==> src/rtl/des_pkg.sv <==
`timescale 1ns/1ps
package des_pkg;

    localparam int BLK_W      = 64;
    localparam int HALF_W     = BLK_W / 2;
    localparam int KEY_W      = 64;
    localparam int CD_W       = 56;
    localparam int HALF_CD_W  = CD_W / 2;
    localparam int SUBKEY_W   = 48;
    localparam int NUM_ROUNDS = 16;
    localparam int RND_IDX_W  = $clog2(NUM_ROUNDS);
    localparam int NUM_SBOX   = 8;

    typedef enum logic [1:0] {
        ST_ARM,
        ST_ROUND,
        ST_DONE
    } des_state_e;

    // Round-function output permutation (cipher bit numbers).
    localparam int P_TBL [HALF_W] = '{
        16, 7, 20, 21, 29, 12, 28, 17, 1, 15, 23, 26, 5, 18, 31, 10,
        2, 8, 24, 14, 32, 27, 3, 9, 19, 13, 30, 6, 22, 11, 4, 25
    };

    // 56-bit key selection from the 64-bit key word.
    localparam int PC1_TBL [CD_W] = '{
        57, 49, 41, 33, 25, 17, 9, 1, 58, 50, 42, 34, 26, 18,
        10, 2, 59, 51, 43, 35, 27, 19, 11, 3, 60, 52, 44, 36,
        63, 55, 47, 39, 31, 23, 15, 7, 62, 54, 46, 38, 30, 22,
        14, 6, 61, 53, 45, 37, 29, 21, 13, 5, 28, 20, 12, 4
    };

    // 48-bit round key selection from the rotated halves.
    localparam int PC2_TBL [SUBKEY_W] = '{
        14, 17, 11, 24, 1, 5, 3, 28, 15, 6, 21, 10,
        23, 19, 12, 4, 26, 8, 16, 7, 27, 20, 13, 2,
        41, 52, 31, 37, 47, 55, 30, 40, 51, 45, 33, 48,
        44, 49, 39, 56, 34, 53, 46, 42, 50, 36, 29, 32
    };

    // One entry per box: 64 nibbles, indexed by row*16 + column, first entry in the top digit.
    localparam logic [255:0] SBOX_TBL [NUM_SBOX] = '{
        256'hE4D12FB83A6C5907_0F74E2D1A6CB9538_41E8D62BFC973A50_FC8249175B3EA06D,
        256'hF18E6B34972DC05A_3D47F28EC01A69B5_0E7BA4D158C6932F_D8A13F42B67C05E9,
        256'hA09E63F51DC7B428_D709346A285ECBF1_D6498F30B12C5AE7_1AD069874FE3B52C,
        256'h7DE3069A1285BC4F_D8B56F03472C1AE9_A690CB7DF13E5284_3F06A1D8945BC72E,
        256'h2C417AB6853FD0E9_EB2C47D150FA3986_421BAD78F9C5630E_B8C71E2D6F09A453,
        256'hC1AF92680D34E75B_AF427C9561DE0B38_9EF528C3704A1DB6_432C95FABE17608D,
        256'h4B2EF08D3C975A61_D0B7491AE35C2F86_14BDC37EAF680592_6BD814A7950FE23C,
        256'hD2846FB1A93E50C7_1FD8A374C56B0E92_7B419CE206ADF358_21E74A8DFC90356B
    };

    // Source cipher bit of initial-permutation output position i (0-based).
    function automatic int ip_src(input int i);
        int row;
        int col;
        int base;
        row  = i / 8;
        col  = i % 8;
        base = (row < 4) ? (58 + 2 * row) : (57 + 2 * (row - 4));
        return base - 8 * col;
    endfunction

    function automatic logic [BLK_W-1:0] apply_ip(input logic [BLK_W-1:0] x);
        logic [BLK_W-1:0] y;
        y = '0;
        for (int i = 0; i < BLK_W; i++) y[BLK_W-1-i] = x[BLK_W-ip_src(i)];
        return y;
    endfunction

    function automatic logic [BLK_W-1:0] apply_fp(input logic [BLK_W-1:0] x);
        logic [BLK_W-1:0] y;
        y = '0;
        for (int i = 0; i < BLK_W; i++) y[BLK_W-ip_src(i)] = x[BLK_W-1-i];
        return y;
    endfunction

    function automatic logic [SUBKEY_W-1:0] expand(input logic [HALF_W-1:0] r);
        logic [SUBKEY_W-1:0] y;
        int src;
        y = '0;
        for (int i = 0; i < SUBKEY_W; i++) begin
            src = ((4 * (i / 6) + (i % 6) + HALF_W - 1) % HALF_W) + 1;
            y[SUBKEY_W-1-i] = r[HALF_W-src];
        end
        return y;
    endfunction

    function automatic logic [HALF_W-1:0] sbox_layer(input logic [SUBKEY_W-1:0] x);
        logic [HALF_W-1:0] y;
        logic [5:0]        six;
        logic [5:0]        idx;
        y = '0;
        for (int g = 0; g < NUM_SBOX; g++) begin
            six = x[SUBKEY_W-1-6*g -: 6];
            idx = {six[5], six[0], six[4:1]};
            y[HALF_W-1-4*g -: 4] = SBOX_TBL[g][255-4*int'(idx) -: 4];
        end
        return y;
    endfunction

    function automatic logic [HALF_W-1:0] pbox(input logic [HALF_W-1:0] x);
        logic [HALF_W-1:0] y;
        y = '0;
        for (int i = 0; i < HALF_W; i++) y[HALF_W-1-i] = x[HALF_W-P_TBL[i]];
        return y;
    endfunction

    function automatic logic [HALF_W-1:0] round_fn(input logic [HALF_W-1:0] r,
                                                   input logic [SUBKEY_W-1:0] k);
        return pbox(sbox_layer(expand(r) ^ k));
    endfunction

    function automatic logic [CD_W-1:0] select_pc1(input logic [KEY_W-1:0] k);
        logic [CD_W-1:0] y;
        y = '0;
        for (int i = 0; i < CD_W; i++) y[CD_W-1-i] = k[KEY_W-PC1_TBL[i]];
        return y;
    endfunction

    function automatic logic [SUBKEY_W-1:0] select_pc2(input logic [CD_W-1:0] cd);
        logic [SUBKEY_W-1:0] y;
        y = '0;
        for (int i = 0; i < SUBKEY_W; i++) y[SUBKEY_W-1-i] = cd[CD_W-PC2_TBL[i]];
        return y;
    endfunction

    // Rotation amount of the standard schedule at 0-based step pos.
    function automatic logic [1:0] sched_step(input int pos);
        return (pos == 0 || pos == 1 || pos == 8 || pos == 15) ? 2'd1 : 2'd2;
    endfunction

    function automatic logic [CD_W-1:0] rotate_halves(input logic [CD_W-1:0] cd,
                                                      input logic [1:0]      amt,
                                                      input logic            to_left);
        logic [HALF_CD_W-1:0] c;
        logic [HALF_CD_W-1:0] d;
        c = cd[CD_W-1:HALF_CD_W];
        d = cd[HALF_CD_W-1:0];
        for (int s = 0; s < 2; s++) begin
            if (s < int'(amt)) begin
                if (to_left) begin
                    c = {c[HALF_CD_W-2:0], c[HALF_CD_W-1]};
                    d = {d[HALF_CD_W-2:0], d[HALF_CD_W-1]};
                end else begin
                    c = {c[0], c[HALF_CD_W-1:1]};
                    d = {d[0], d[HALF_CD_W-1:1]};
                end
            end
        end
        return {c, d};
    endfunction

endpackage

==> src/rtl/des_seq_ctrl.sv <==
`timescale 1ns/1ps
module des_seq_ctrl
    import des_pkg::*;
(
    input  logic                 clk,
    input  logic                 rst,
    input  logic                 encrypt,
    output logic                 load_en,
    output logic                 round_en,
    output logic [RND_IDX_W-1:0] round_idx,
    output logic                 dec_mode,
    output logic                 done
);

    localparam logic [RND_IDX_W-1:0] LAST_IDX = RND_IDX_W'(NUM_ROUNDS - 1);

    des_state_e           state_q;
    des_state_e           state_nx;
    logic [RND_IDX_W-1:0] cnt_q;
    logic                 dec_q;

    // State register.
    always_ff @(posedge clk or posedge rst) begin
        if (rst) state_q <= ST_ARM;
        else     state_q <= state_nx;
    end

    // Round counter and captured mode.
    always_ff @(posedge clk or posedge rst) begin
        if (rst) begin
            cnt_q <= '0;
            dec_q <= 1'b0;
        end else begin
            if (state_q == ST_ARM)   dec_q <= ~encrypt;
            if (state_q == ST_ROUND) cnt_q <= cnt_q + 1'b1;
        end
    end

    // Transitions.
    always_comb begin
        state_nx = state_q;
        unique case (state_q)
            ST_ARM:   state_nx = ST_ROUND;
            ST_ROUND: state_nx = (cnt_q == LAST_IDX) ? ST_DONE : ST_ROUND;
            ST_DONE:  state_nx = ST_DONE;
            default:  state_nx = ST_ARM;
        endcase
    end

    // Outputs.
    always_comb begin
        load_en  = 1'b0;
        round_en = 1'b0;
        done     = 1'b0;
        unique case (state_q)
            ST_ARM:   load_en  = 1'b1;
            ST_ROUND: round_en = 1'b1;
            ST_DONE:  done     = 1'b1;
            default:  load_en  = 1'b0;
        endcase
    end

    assign round_idx = cnt_q;
    assign dec_mode  = dec_q;

endmodule

==> src/rtl/des_key_path.sv <==
`timescale 1ns/1ps
module des_key_path
    import des_pkg::*;
(
    input  logic                 clk,
    input  logic                 rst,
    input  logic                 load_en,
    input  logic                 round_en,
    input  logic [RND_IDX_W-1:0] round_idx,
    input  logic                 dec_mode,
    input  logic [KEY_W-1:0]     key_in,
    output logic [SUBKEY_W-1:0]  subkey
);

    logic [CD_W-1:0] cd_q;
    logic [CD_W-1:0] cd_rot;
    logic [1:0]      rot_amt;

    // Encryption walks the schedule forward rotating left. Decryption starts
    // from the fully rotated halves (equal to the loaded ones) and walks back.
    always_comb begin
        if (dec_mode) begin
            rot_amt = (round_idx == '0) ? 2'd0
                                        : sched_step(NUM_ROUNDS - int'(round_idx));
        end else begin
            rot_amt = sched_step(int'(round_idx));
        end
        cd_rot = rotate_halves(cd_q, rot_amt, ~dec_mode);
        subkey = select_pc2(cd_rot);
    end

    always_ff @(posedge clk or posedge rst) begin
        if (rst)           cd_q <= '0;
        else if (load_en)  cd_q <= select_pc1(key_in);
        else if (round_en) cd_q <= cd_rot;
    end

endmodule

==> src/rtl/des_feistel_path.sv <==
`timescale 1ns/1ps
module des_feistel_path
    import des_pkg::*;
(
    input  logic                clk,
    input  logic                rst,
    input  logic                load_en,
    input  logic                round_en,
    input  logic [BLK_W-1:0]    blk_in,
    input  logic [SUBKEY_W-1:0] subkey,
    output logic [BLK_W-1:0]    blk_out
);

    logic [HALF_W-1:0] left_q;
    logic [HALF_W-1:0] right_q;
    logic [BLK_W-1:0]  permuted;

    assign permuted = apply_ip(blk_in);

    always_ff @(posedge clk or posedge rst) begin
        if (rst) begin
            left_q  <= '0;
            right_q <= '0;
        end else if (load_en) begin
            left_q  <= permuted[BLK_W-1:HALF_W];
            right_q <= permuted[HALF_W-1:0];
        end else if (round_en) begin
            left_q  <= right_q;
            right_q <= left_q ^ round_fn(right_q, subkey);
        end
    end

    // Undo the last swap, then the inverse initial permutation.
    assign blk_out = apply_fp({right_q, left_q});

endmodule

==> src/rtl/des_cipher_core.sv <==
`timescale 1ns/1ps
module des_cipher_core
    import des_pkg::*;
(
    input  logic             clk,
    input  logic             rst,
    input  logic             encrypt,
    input  logic [BLK_W-1:0] data_in,
    input  logic [KEY_W-1:0] key_in,
    output logic [BLK_W-1:0] data_out,
    output logic             done
);

    logic                 load_en;
    logic                 round_en;
    logic [RND_IDX_W-1:0] round_idx;
    logic                 dec_mode;
    logic [SUBKEY_W-1:0]  subkey;

    des_seq_ctrl u_ctrl (
        .clk       (clk),
        .rst       (rst),
        .encrypt   (encrypt),
        .load_en   (load_en),
        .round_en  (round_en),
        .round_idx (round_idx),
        .dec_mode  (dec_mode),
        .done      (done)
    );

    des_key_path u_keys (
        .clk       (clk),
        .rst       (rst),
        .load_en   (load_en),
        .round_en  (round_en),
        .round_idx (round_idx),
        .dec_mode  (dec_mode),
        .key_in    (key_in),
        .subkey    (subkey)
    );

    des_feistel_path u_data (
        .clk       (clk),
        .rst       (rst),
        .load_en   (load_en),
        .round_en  (round_en),
        .blk_in    (data_in),
        .subkey    (subkey),
        .blk_out   (data_out)
    );

endmodule

==> config.mk <==
export PLATFORM = sky130hd
export DESIGN_NAME = des_cipher_core
export DESIGN_NICKNAME = d
export VERILOG_FILES = /design/src/rtl/des_pkg.sv /design/src/rtl/des_seq_ctrl.sv /design/src/rtl/des_key_path.sv /design/src/rtl/des_feistel_path.sv /design/src/rtl/des_cipher_core.sv
export SDC_FILE = /design/constraint.sdc
export NUM_CORES = 1
export LEC_CHECK = 0
export ABC_AREA = 1
export ABC_CLOCK_PERIOD_IN_PS = 8100
export BUFFER_PORTS_ARGS = -buffer_cell sky130_fd_sc_hd__buf_2
export CAP_MARGIN = 10
export CELL_PAD_IN_SITES_DETAIL_PLACEMENT = 0
export CELL_PAD_IN_SITES_GLOBAL_PLACEMENT = 2
export CORE_ASPECT_RATIO = 1.5
export CORE_MARGIN = 5
export CORE_UTILIZATION = 34
export DETAILED_ROUTE_END_ITERATION = 16
export PLACE_DENSITY = 0.95
export SLEW_MARGIN = 5
export SYNTH_ARGS = -nofsm -noshare
export SYNTH_HDL_FRONTEND = slang
export SYNTH_SLANG_ARGS = --single-unit
==> constraint.sdc <==
create_clock -name clk -period 8.1 [get_ports clk]
set_clock_uncertainty 0.2 [all_clocks]
set_input_delay 0.81 -clock clk [delete_from_list [all_inputs] [get_ports clk]]
set_output_delay 0.81 -clock clk [all_outputs]
set_load 0.005 [all_outputs]
# Yosys cells after proc, flatten, opt, wreduce, memory -nomap -nowiden
# Cells that the tools add are included.
[classes]
add_sub_neg = 10
magnitude_cmp = 2
eq_ne = 9
n_shift = 8
n_mux = 23
bitwise = 3
n_reduce_logical = 11
[op_table]
columns = ["cell", "n"]
rows = [
  ["$shiftx 259x32->4 const A", 8],
  ["$mux 28", 8],
  ["$mux 32", 4],
  ["$mux 56", 2],
  ["$sub 8x8->9 const A", 8],
  ["$eq 32x5->1 const B", 2],
  ["$xor 48x48->48", 1],
  ["$eq 32x2->1 const B", 1],
  ["$logic_not 32->1", 1],
  ["$xor 32x32->32", 1],
  ["$mux 2", 5],
  ["$eq 4x4->1 const B", 2],
  ["$logic_not 4->1", 2],
  ["$logic_or 1x1->1", 6],
  ["$pmux 2 s3", 1],
  ["$sub 5x4->6 const A", 1],
  ["$add 4x1->4 const B", 1],
  ["$eq 4x1->1 const B", 1],
  ["$eq 4x2->1 const B", 1],
  ["$lt 1x2->1 const A", 2],
  ["$mux 1", 3],
  ["$eq 2x1->1 const B", 1],
  ["$eq 2x2->1 const B", 1],
  ["$logic_not 2->1", 1],
  ["2 further kinds", 2],
]
[word_totals]
regBits = 127
inputBits = 131
out_inout_bits = 65
elab_cells = 72

# Longest topological paths before layout
# Gate-level depths: netlist (run 1).
[depth]
ltp_word = 18
mapped_depth = 29
mapped_depth_nobuf = 28

# By module
# From an unflattened synthesis (run 1), not the netlist that was laid out.
[unflattened]
cells_unflattened = 2348
area_unflattened_um2 = 14067.2
[modules_own_cells]
columns = ["mod", "n_inst", "cells_per_inst", "area_each_um2", "seq_area_each_um2"]
rows = [
  ["des_feistel_path", 1, 1436, 8478.1, 1601.5],
  ["des_key_path", 1, 876, 5266.3, 1401.3],
  ["des_seq_ctrl", 1, 36, 322.8, 175.2],
]

# Worst setup path before layout (run 1)
# Ideal clock, no wire load.
[synth_timing]
kind = "register -> register"
startpoint = "register u_ctrl.cnt_q[0], in the netlist u_ctrl.round_idx[0]"
endpoint = "register u_data.right_q[0]"
setup_ps = 121
arrival_time_ps = 3016
t_required_ps = 7779
path_slack_ps = 4762
stages_incl_launch_ff = 29
n_path_buf = 2
period_less_slack_ps = 3338
path_cell_list = "dfrtp_1 inv_1 ha_1 inv_1 nand2_1 nand2_1 nand2_1 nand2_1 nand2_1 nand3_4 nand2_4 buf_6 buf_6 nand3_1 nand3_1 nand2_1 ha_1 inv_1 nand2_1 nand2_1 nand2_1 nand2_1 nand2_1 nand2_1 nand2_1 nand2_1 nand2_1 nand3_1 nand2_1"
[synth_between]
elab_chain_cells = 18
word_cells_on_any_way = 31
cone_classes = "2 x add/sub; 2 x order compare; 6 x eq/ne; 1 x shift; 9 x mux; 2 x bitwise; 9 x reduce/logical"
[synth_lines]
columns = ["element", "line", "source"]
rows = [
  ["start, declared", "des_seq_ctrl.sv:19", "logic [RND_IDX_W-1:0] cnt_q;"],
  ["start signal, assigned", "des_seq_ctrl.sv:35", "if (state_q == ST_ROUND) cnt_q <= cnt_q + 1'b1;"],
  ["$sub 5x4->6", "des_key_path.sv:24", ": sched_step(NUM_ROUNDS - int'(round_idx));"],
  ["$eq 32x2->1 or $logic_not 32->1 (tied branches)", "des_pkg.sv:131", "return (pos == 0 || pos == 1 || pos == 8 || pos == 15) ? 2'd1 : 2'd2;"],
  ["$logic_or 1x1->1 (3 in series)", "des_pkg.sv:131", ""],
  ["$mux 2", "des_pkg.sv:131", ""],
  ["$mux 2", "des_key_path.sv:23", "rot_amt = (round_idx == '0) ? 2'd0"],
  ["$mux 2 *", "des_key_path.sv:22", "if (dec_mode) begin"],
  ["$lt 1x2->1", "des_pkg.sv:142", "if (s < int'(amt)) begin"],
  ["$mux 28", "des_pkg.sv:142", ""],
  ["$mux 28", "des_pkg.sv:143", "if (to_left) begin"],
  ["$mux 28 *", "des_pkg.sv:142", ""],
  ["$xor 48x48->48 *", "des_pkg.sv:112", "return pbox(sbox_layer(expand(r) ^ k));"],
  ["$sub 8x8->9 *", "des_pkg.sv:98", "y[HALF_W-1-4*g -: 4] = SBOX_TBL[g][255-4*int'(idx) -: 4];"],
  ["$shiftx 259x32->4 *", "des_pkg.sv:98", ""],
  ["$xor 32x32->32 *", "des_feistel_path.sv:29", "right_q <= left_q ^ round_fn(right_q, subkey);"],
  ["$mux 32 *", "des_feistel_path.sv:27", "end else if (round_en) begin"],
  ["$mux 32 *", "des_feistel_path.sv:24", "end else if (load_en) begin"],
  ["end signal, assigned", "des_feistel_path.sv:26", "right_q <= permuted[HALF_W-1:0];"],
  ["end signal, assigned", "des_feistel_path.sv:29", ""],
  ["end, declared", "des_feistel_path.sv:15", "logic [HALF_W-1:0] right_q;"],
]
# Mark *: on every way between the ends. The rest lies on a longest branch, timed or not. The select of a mux whose other input is x is not followed.
# A chain may end at the register's enable or synchronous reset.

# Final worst setup path (run 1)
[layout_timing]
startpoint = "register u_ctrl.cnt_q[0], in the netlist u_ctrl.round_idx[0]"
endpoint = "register u_data.right_q[25]"
# Same word-level chain as after synthesis.

==> results of run 1 <==
-- where the power goes --
group          leakage (nW)  internal [mW]  total [mW]  switching [mW]
registers              1.41          0.844        1.23           0.382
logic                  6.53           1.39        4.16            2.77
clock network         0.270          0.420       0.757           0.337
-- layer usage --
metal	vias up	track usage [%]
li1	8021	-
met1	7864	31.07
met2	629	44.89
met3	103	2.666
met4	0	11.21
met5	-	0
-- layout make-up --
| cell class | count | area, µm² | share of cell area [%] |
|---|---|---|---|
| Clock inverter | 14 | 118.9 | 0.7510 |
| Clock buffer | 18 | 429.2 | 2.711 |
| Sequential cell | 127 | 3183 | 20.11 |
| Multi-Input combinational cell | 1886 | 9515 | 60.12 |
| Inverter | 227 | 857.1 | 5.415 |
| Timing Repair Buffer | 199 | 1026 | 6.482 |
| Tap cell | 558 | 698.2 | 4.411 |
-- state kept, by name (all words and copies together), names as in the netlist --
signal	count
u_keys.cd_q	56
u_data.left_q	32
u_data.right_q	32
u_ctrl.round_idx	4
u_ctrl.state_q	2
u_ctrl.dec_mode	1
-- how the worst max path moves through the flow --
stage                                          startpoint                        endpoint  slack [ps]  depth (start not counted)
after floorplan                                       rst     u_ctrl.dec_mode$_DFFE_PP0P_        3710                          1
after global placement    u_ctrl.round_idx[0]$_DFFE_PP0P_  u_data.right_q[25]$_DFFE_PP0P_        3280                         25
after detailed placement  u_ctrl.round_idx[0]$_DFFE_PP0P_  u_data.right_q[25]$_DFFE_PP0P_        3300                         24
after CTS                 u_ctrl.round_idx[0]$_DFFE_PP0P_  u_data.right_q[25]$_DFFE_PP0P_        3290                         25
after global routing      u_ctrl.round_idx[0]$_DFFE_PP0P_  u_data.right_q[25]$_DFFE_PP0P_        2830                         25
final                     u_ctrl.round_idx[0]$_DFFE_PP0P_  u_data.right_q[25]$_DFFE_PP0P_        3230                         25
-- placed cells by master (no fill, tap or decap), types with 2 or more instances in the layout --
cell and instances:
sky130_fd_sc_hd__xor2_4 3, sky130_fd_sc_hd__or2_2 15, sky130_fd_sc_hd__nand4_1 5, sky130_fd_sc_hd__inv_6 2
sky130_fd_sc_hd__inv_2 15, sky130_fd_sc_hd__a22oi_1 106, sky130_fd_sc_hd__nand3b_1 16, sky130_fd_sc_hd__nand2_1 883
sky130_fd_sc_hd__clkbuf_16 17, sky130_fd_sc_hd__buf_4 12, sky130_fd_sc_hd__clkinvlp_4 2, sky130_fd_sc_hd__ha_1 66
sky130_fd_sc_hd__nand2_2 10, sky130_fd_sc_hd__inv_1 211, sky130_fd_sc_hd__xor2_1 7, sky130_fd_sc_hd__nor2_1 55
sky130_fd_sc_hd__o21ai_2 6, sky130_fd_sc_hd__nor2_2 2, sky130_fd_sc_hd__clkinv_2 6, sky130_fd_sc_hd__o22ai_1 5
sky130_fd_sc_hd__buf_2 187, sky130_fd_sc_hd__o21ai_1 11, sky130_fd_sc_hd__a221o_1 6, sky130_fd_sc_hd__a21oi_1 35
sky130_fd_sc_hd__xor2_2 7, sky130_fd_sc_hd__o211ai_1 25, sky130_fd_sc_hd__nand3_1 474, sky130_fd_sc_hd__o21bai_1 2
sky130_fd_sc_hd__o221ai_1 6, sky130_fd_sc_hd__dfrtp_1 125, sky130_fd_sc_hd__clkinv_4 4, sky130_fd_sc_hd__a21boi_0 3
sky130_fd_sc_hd__o21ai_0 124, sky130_fd_sc_hd__nor2_4 2
-- logic make-up (layout without fill, tap and decap cells) --
logic type               count (synthesis)  after routing  synth area share, %
AO/OA/AOI/OAI                          336            336                15.18
flip-flops                             127            127                22.55
adder cells (fa/ha/maj)                 66             66                5.860
AND/OR/NAND/NOR                       1467           1467                44.54
XOR/XNOR                                17             17                1.829
buffers and inverters                  338            458                10.03
==> summary.txt, run 1 <==
Outcome
  – Outcome: complete, no violations

Yosys
  – Synth top area share: 23.52%
  – Fraction of the yosys area taken by sequential cells: 22.55%
  – Number of instances in the synthesized netlist: 2351
  – Asr flop ratio synth: 100.0%
  – Number of flops mapped to enable cells by yosys: 0
  – Synth warnings: 0
  – Per-instance average area after synthesis: 5.994 µm²
  – Top-count cell post-synth: sky130_fd_sc_hd__nand2_1
  – Most area-consuming cells after synthesis: sky130_fd_sc_hd__nand2_1 24%, sky130_fd_sc_hd__dfrtp_1 23%, sky130_fd_sc_hd__nand3_1 17%, sky130_fd_sc_hd__ha_1 5.9%, sky130_fd_sc_hd__inv_1 5.7%
  – Count of different cell masters after synthesis: 44
  – Synth area leader: sky130_fd_sc_hd__nand2_1
  – Flops & latches, synth: 127
  – Flip-flop cell with the highest count after synthesis: sky130_fd_sc_hd__dfrtp_1
  – Number of nets in the synthesized netlist: 2548
  – Most instantiated cells after synthesis: 883 x sky130_fd_sc_hd__nand2_1, 474 x sky130_fd_sc_hd__nand3_1, 213 x sky130_fd_sc_hd__inv_1
  – Area of the mapped netlist: 14090 µm²

GRT
  – Number of global-route vias before repair: 15590
  – Combined global-route utilization of all metal layers: 25.41%
  – Wire length of the first global-routing pass: 90960 µm
  – Maximum number of pins on one net before global-route repair: 82
  – Total gr overflow: 0
  – Number of antenna violations at the first check in global routing: 0

Die
  – Die extent in x: 176.2 µm
  – Total die area: 45700 µm²
  – Vertical die dimension: 259.3 µm
  – Initial standard-cell utilization of the core: 34.29%
  – Placeable core region: 41100 µm²
  – Number of placement rows: 91
  – I/O Pins: 196

Critical path
  – Critical R2R Launch: u_ctrl.round_idx[0]$_DFFE_PP0P_
  – Critical Path Source Type: flip-flop
  – Depth of the worst register-to-register path: 25
  – Top cell family by delay on the critical path: simple AND/OR/NAND/NOR gates
  – Biggest cell delay along the critical path: 690 ps
  – Data required time of the critical path: 8230 ps
  – Endpoint kind of the worst setup timing path: flip-flop
  – Critical R2R Capture: u_data.right_q[25]$_DFFE_PP0P_
  – Worst path bufs/invs: 4
  – Largest fanout on the critical path: 44
  – Setup slack, reg-to-reg: 3230 ps
  – Worst path most repeated cell: sky130_fd_sc_hd__nand2_1
  – Highest-delay cell along the critical path: sky130_fd_sc_hd__inv_2
  – Crit path arrival time: 5000 ps
  – CP Class: reg -> reg

Placed design
  – Worst slack at placement: 3301 ps
  – Post-detailed-placement half-perimeter wirelength: 44360 µm
  – Placer's final routability congestion estimate: 0.9169
  – I/O Buffers: 187
  – Count of placed standard cells including taps: 2997
  – Post-place instance area: 15280 µm²

Routing
  – DR WL met2: 29780 µm
  – Via-to-Cell Ratio: 5.486
  – Total length of routed wires: 59740 µm
  – Number of violations reported at the end of detailed-routing iteration 0: 1778
  – Antenna violation net count after detailed routing: 0
  – Total met3 wirelength after detailed routing: 2969 µm
  – WL per Instance: 19.72 µm
  – Met1 layer wirelength in the final routing: 24450 µm
  – Number of vias after detailed routing: 16620
  – Top Layer Used: met4
  – Iteration count of the initial detailed-routing pass: 6
  – DRC violation count after routing: 0

Clocking
  – Post-CTS Resized: 0
  – TritonCTS clock tree: yes
  – Post-CTS Setup Bufs: 0
  – Buffer levels on the longest clock path: 2
  – Clock tree root buffer cell: sky130_fd_sc_hd__clkbuf_16
  – CTS Hold Bufs: 0
  – Worst-skew pair later-pin latency: 460 ps
  – H-tree lvl count: 4
  – Clock input transition at the sequential cells of the worst setup and hold paths: 60 ps
  – TritonCTS buffer count: 17
  – Sinks on the clock net: 127

STA
  – Worst-case hold slack: 298.8 ps
  – Maximum frequency from static timing analysis: 205.2 MHz
  – Unrepaired setup endpoints after global routing: false
  – Max-slew headroom: 28.20%
  – Max Transition Viols Final: 0
  – Slew at the pin closest to its max-slew limit: 1077 ps
  – Final setup viols: 0
  – Number of endpoints with negative hold slack in the final report: 0
  – Period minus WS final: 4872 ps
  – Post-route worst setup slack: 3228 ps
  – Post-route fraction of the period consumed by the critical path: 60.15%
  – Total Neg Setup Slack: 0 ps

Pwr
  – Static Leakage: 8.212 nW
  – Total Power Consumption: 6.141 mW
  – VDD IR-drop max: 183.2 µV
  – Power density cells: 388.0 nW/µm²

Final layout
  – Final standard cell count with taps included and fillers excluded: 3029
  – Fill cell instance count of the final layout: 4659
  – Layout cells sized above 1: 12.14%
  – Area growth from synthesis to final layout: 12.31%
  – Total non-filler cell area in the finished layout: 15830 µm²
  – Net count of the finished layout: 2655
  – Post-layout util: 38.51%
  – Antenna diode instance count: 0

Min path
  – Hold crit path type: in -> async

Job
  – Number of max-cap violations: 0
Note: power is estimated with default switching activity, not from simulation.
==> inputs of run 2 (changes only) <==
--- a/config.mk
+++ b/config.mk
@@ -6,16 +6,16 @@
 export NUM_CORES = 1
 export LEC_CHECK = 0
 export ABC_AREA = 1
-export ABC_CLOCK_PERIOD_IN_PS = 8100
+export ABC_CLOCK_PERIOD_IN_PS = 4600
 export BUFFER_PORTS_ARGS = -buffer_cell sky130_fd_sc_hd__buf_2
 export CAP_MARGIN = 10
 export CELL_PAD_IN_SITES_DETAIL_PLACEMENT = 0
 export CELL_PAD_IN_SITES_GLOBAL_PLACEMENT = 2
 export CORE_ASPECT_RATIO = 1.5
 export CORE_MARGIN = 5
-export CORE_UTILIZATION = 34
+export CORE_UTILIZATION = 31
 export DETAILED_ROUTE_END_ITERATION = 16
-export PLACE_DENSITY = 0.95
+export PLACE_DENSITY = 0.94
 export SLEW_MARGIN = 5
 export SYNTH_ARGS = -nofsm -noshare
 export SYNTH_HDL_FRONTEND = slang
==> constraint.sdc (replaced) <==
create_clock -name clk -period 4.6 [get_ports clk]
set_clock_uncertainty 0.2 [all_clocks]
set_input_delay 0.46 -clock clk [delete_from_list [all_inputs] [get_ports clk]]
set_output_delay 0.46 -clock clk [all_outputs]
set_load 0.005 [all_outputs]
==> summary.txt, run 2 (synthesis gave the netlist of run 1 again) <==
GRT
  – Number of antenna violations at the first check in global routing: 2
  – Number of global-route vias before repair: 15640
  – Total gr overflow: 0
  – Combined global-route utilization of all metal layers: 22.99%
  – Maximum number of pins on one net before global-route repair: 123
  – Wire length of the first global-routing pass: 90470 µm

Critical path
  – Endpoint kind of the worst setup timing path: flip-flop
  – Crit path arrival time: 4340 ps
  – Worst path most repeated cell: sky130_fd_sc_hd__nand2_1
  – Critical Path End: u_data.right_q[4]$_DFFE_PP0P_
  – Critical R2R Capture: u_data.right_q[4]$_DFFE_PP0P_
  – Biggest cell delay along the critical path: 470 ps
  – CP Class: reg -> reg
  – Data required time of the critical path: 4720 ps
  – Critical path startpoint: u_ctrl.round_idx[0]$_DFFE_PP0P_
  – Crit-path cells: inv_1, ha_1, inv_1, nand2_1, nand2_1, nand2_1, nand2_1, nand2_1, nand3_4, nand2_8, buf_12, nand2_1, nand3_1, nand2_1, ha_1, inv_1, o21ai_0, inv_1, o21ai_1, nand2_1, nand2_1, nand3_1, nand3_1, nand2_1
  – Critical R2R Launch: u_ctrl.round_idx[0]$_DFFE_PP0P_
  – Highest-delay cell along the critical path: sky130_fd_sc_hd__dfrtp_1
  – Critical Path Source Type: flip-flop
  – Depth of the worst register-to-register path: 24
  – Largest fanout on the critical path: 34
  – Setup slack, reg-to-reg: 380 ps

STA
  – Unrepaired setup endpoints after global routing: false
  – Max Transition Viols Final: 0
  – Maximum frequency from static timing analysis: 237.1 MHz
  – Final setup viols: 0
  – Period minus WS final: 4218 ps
  – Post-route fraction of the period consumed by the critical path: 91.69%
  – Slew at the pin closest to its max-slew limit: 1050 ps
  – Post-route worst setup slack: 382.1 ps
  – Number of endpoints with negative hold slack in the final report: 0
  – Worst-case hold slack: 0.3103 ps
  – Total Neg Setup Slack: 0 ps
  – Max-slew headroom: 29.99%

Pwr
  – Switching share of power: 56.27%
  – Switching Power: 6.115 mW
  – Pint: 4.753 mW
  – Static Leakage: 8.289 nW
  – Power density cells: 677.0 nW/µm²
  – Reg power frac: 20.1%
  – Share of total power in combinational logic: 66.8%
  – Clk network pwr share: 13.1%
  – VDD IR-drop max: 268.0 µV

Die
  – Vertical die dimension: 271.1 µm
  – Die extent in x: 184.1 µm
  – Initial standard-cell utilization of the core: 31.36%
  – I/O Pins: 196
  – Total die area: 49910 µm²
  – Placeable core region: 44930 µm²
  – Number of placement rows: 95

Final layout
  – Layout cells sized above 1: 12.57%
  – Net count of the finished layout: 2667
  – Fill cell instance count of the final layout: 5008
  – Largest register FFs: 56
  – Top register by number of flip-flops: u_keys.cd_q
  – Most common cell after layout, fill and taps aside: sky130_fd_sc_hd__nand2_1
  – Post-layout util: 35.73%
  – Registers with the most flip-flops: u_keys.cd_q (56), u_data.left_q (32), u_data.right_q (32)
  – Most frequent cells in the layout: 882 x sky130_fd_sc_hd__nand2_1, 474 x sky130_fd_sc_hd__nand3_1, 211 x sky130_fd_sc_hd__inv_1, 187 x sky130_fd_sc_hd__buf_2, 125 x sky130_fd_sc_hd__dfrtp_1
  – Area growth from synthesis to final layout: 13.91%

Routing
  – DRC violation count after routing: 0
  – Number of vias after detailed routing: 16740
  – Total length of routed wires: 58990 µm
  – WL per Instance: 19.24 µm
  – Via-to-Cell Ratio: 5.461
  – Iteration count of the initial detailed-routing pass: 5
  – Antenna violation net count after detailed routing: 0
  – Number of violations reported at the end of detailed-routing iteration 0: 1505

Placed design
  – Post-detailed-placement half-perimeter wirelength: 44260 µm
  – I/O Buffers: 187
  – Placer's final routability congestion estimate: 0.9611
  – Worst slack at placement: 214.0 ps

Clocking
  – H-tree lvl count: 4
  – Clock tree root buffer cell: sky130_fd_sc_hd__clkbuf_16
  – TritonCTS buffer count: 17
  – Worst-skew pair later-pin latency: 460 ps
  – Clock input transition at the sequential cells of the worst setup and hold paths: 70 ps
  – Buffer levels on the longest clock path: 2
  – TritonCTS clock tree: yes
  – Sinks on the clock net: 127

Outcome
  – Outcome: complete, no violations

Min path
  – Hold crit path type: in -> async

Job
  – Number of max-cap violations: 0
[run 2: power by group through the flow]
| stage | logic, mW | registers (mW) | clock network (mW) |
|---|---|---|---|
| floorplan | 5.34 | 1.91 | 0 |
| CTS | 7.22 | 2.19 | 1.44 |
| global route | 8.28 | 2.24 | 1.48 |
| finish | 7.26 | 2.18 | 1.42 |
| global placement | 7.11 | 2.19 | 0 |
| detailed placement | 7.18 | 2.20 | 0 |
[run 2: worst min-delay path by stage]
stage | start | end | slack, ps | cells after the start
6_report | rst | u_data.right_q[2]$_DFFE_PP0P_ | 0.3 | 2
2_1_floorplan | u_keys.cd_q[28]$_DFFE_PP0P_ | u_keys.cd_q[28]$_DFFE_PP0P_ | 280 | 2
3_5_place_dp | u_keys.cd_q[28]$_DFFE_PP0P_ | u_keys.cd_q[28]$_DFFE_PP0P_ | 310 | 2
4_1_cts | data_in[49] | u_data.right_q[1]$_DFFE_PP0P_ | 6 | 3
3_3_place_gp | u_keys.cd_q[28]$_DFFE_PP0P_ | u_keys.cd_q[28]$_DFFE_PP0P_ | 300 | 2
5_1_grt | data_in[57] | u_data.right_q[0]$_DFFE_PP0P_ | 20 | 3
[run 2: per-stage QoR]
stage,area (µm²),cells,total power [mW]
2_1_floorplan,14090,2351,7.249
3_3_place_gp,15440,3032,9.302
3_5_place_dp,15440,3032,9.386
4_1_cts,16040,3065,10.85
5_1_grt,16050,3065,12.00
6_report,16050,3066,10.87
[run 2: layer usage]
layer | GRT usage, % | vias up | wire length (µm)
li1 | - | 8043 | -
met1 | 28.34 | 7894 | 23500
met2 | 38.51 | 658 | 28450
met3 | 3.630 | 144 | 3680
met4 | 11.66 | 4 | 3331
met5 | 0 | - | 27
[run 2: final cells by class]
type                            instances  area [µm²]  area share (%)
Timing Repair Buffer                  211        1169           7.280
Antenna cell                            1       2.502         0.01559
Clock inverter                         14       155.1          0.9665
Inverter                              227       859.6           5.355
Clock buffer                           18       429.2           2.673
Multi-Input combinational cell       1886        9527           59.35
Tap cell                              582       728.2           4.536
Sequential cell                       127        3183           19.83
[run 2: worst max-delay path, delay by kind of cell, from the launching register on]
| kind | cells | cell delay [ps] |
|---|---|---|
| simple gates | 15 | 1840 |
| compound gates | 2 | 250 |
| fa+ha+maj | 2 | 700 |
| buf+inv | 5 | 610 |
| flops | 1 | 470 |
[run 2: what timing repair did]
action	CTS	global route
setup buffers	0	0
hold buffers	1	0
setup endpoints to repair	0	4
endpoints found under the hold margin	1	0
resized for setup	0	4
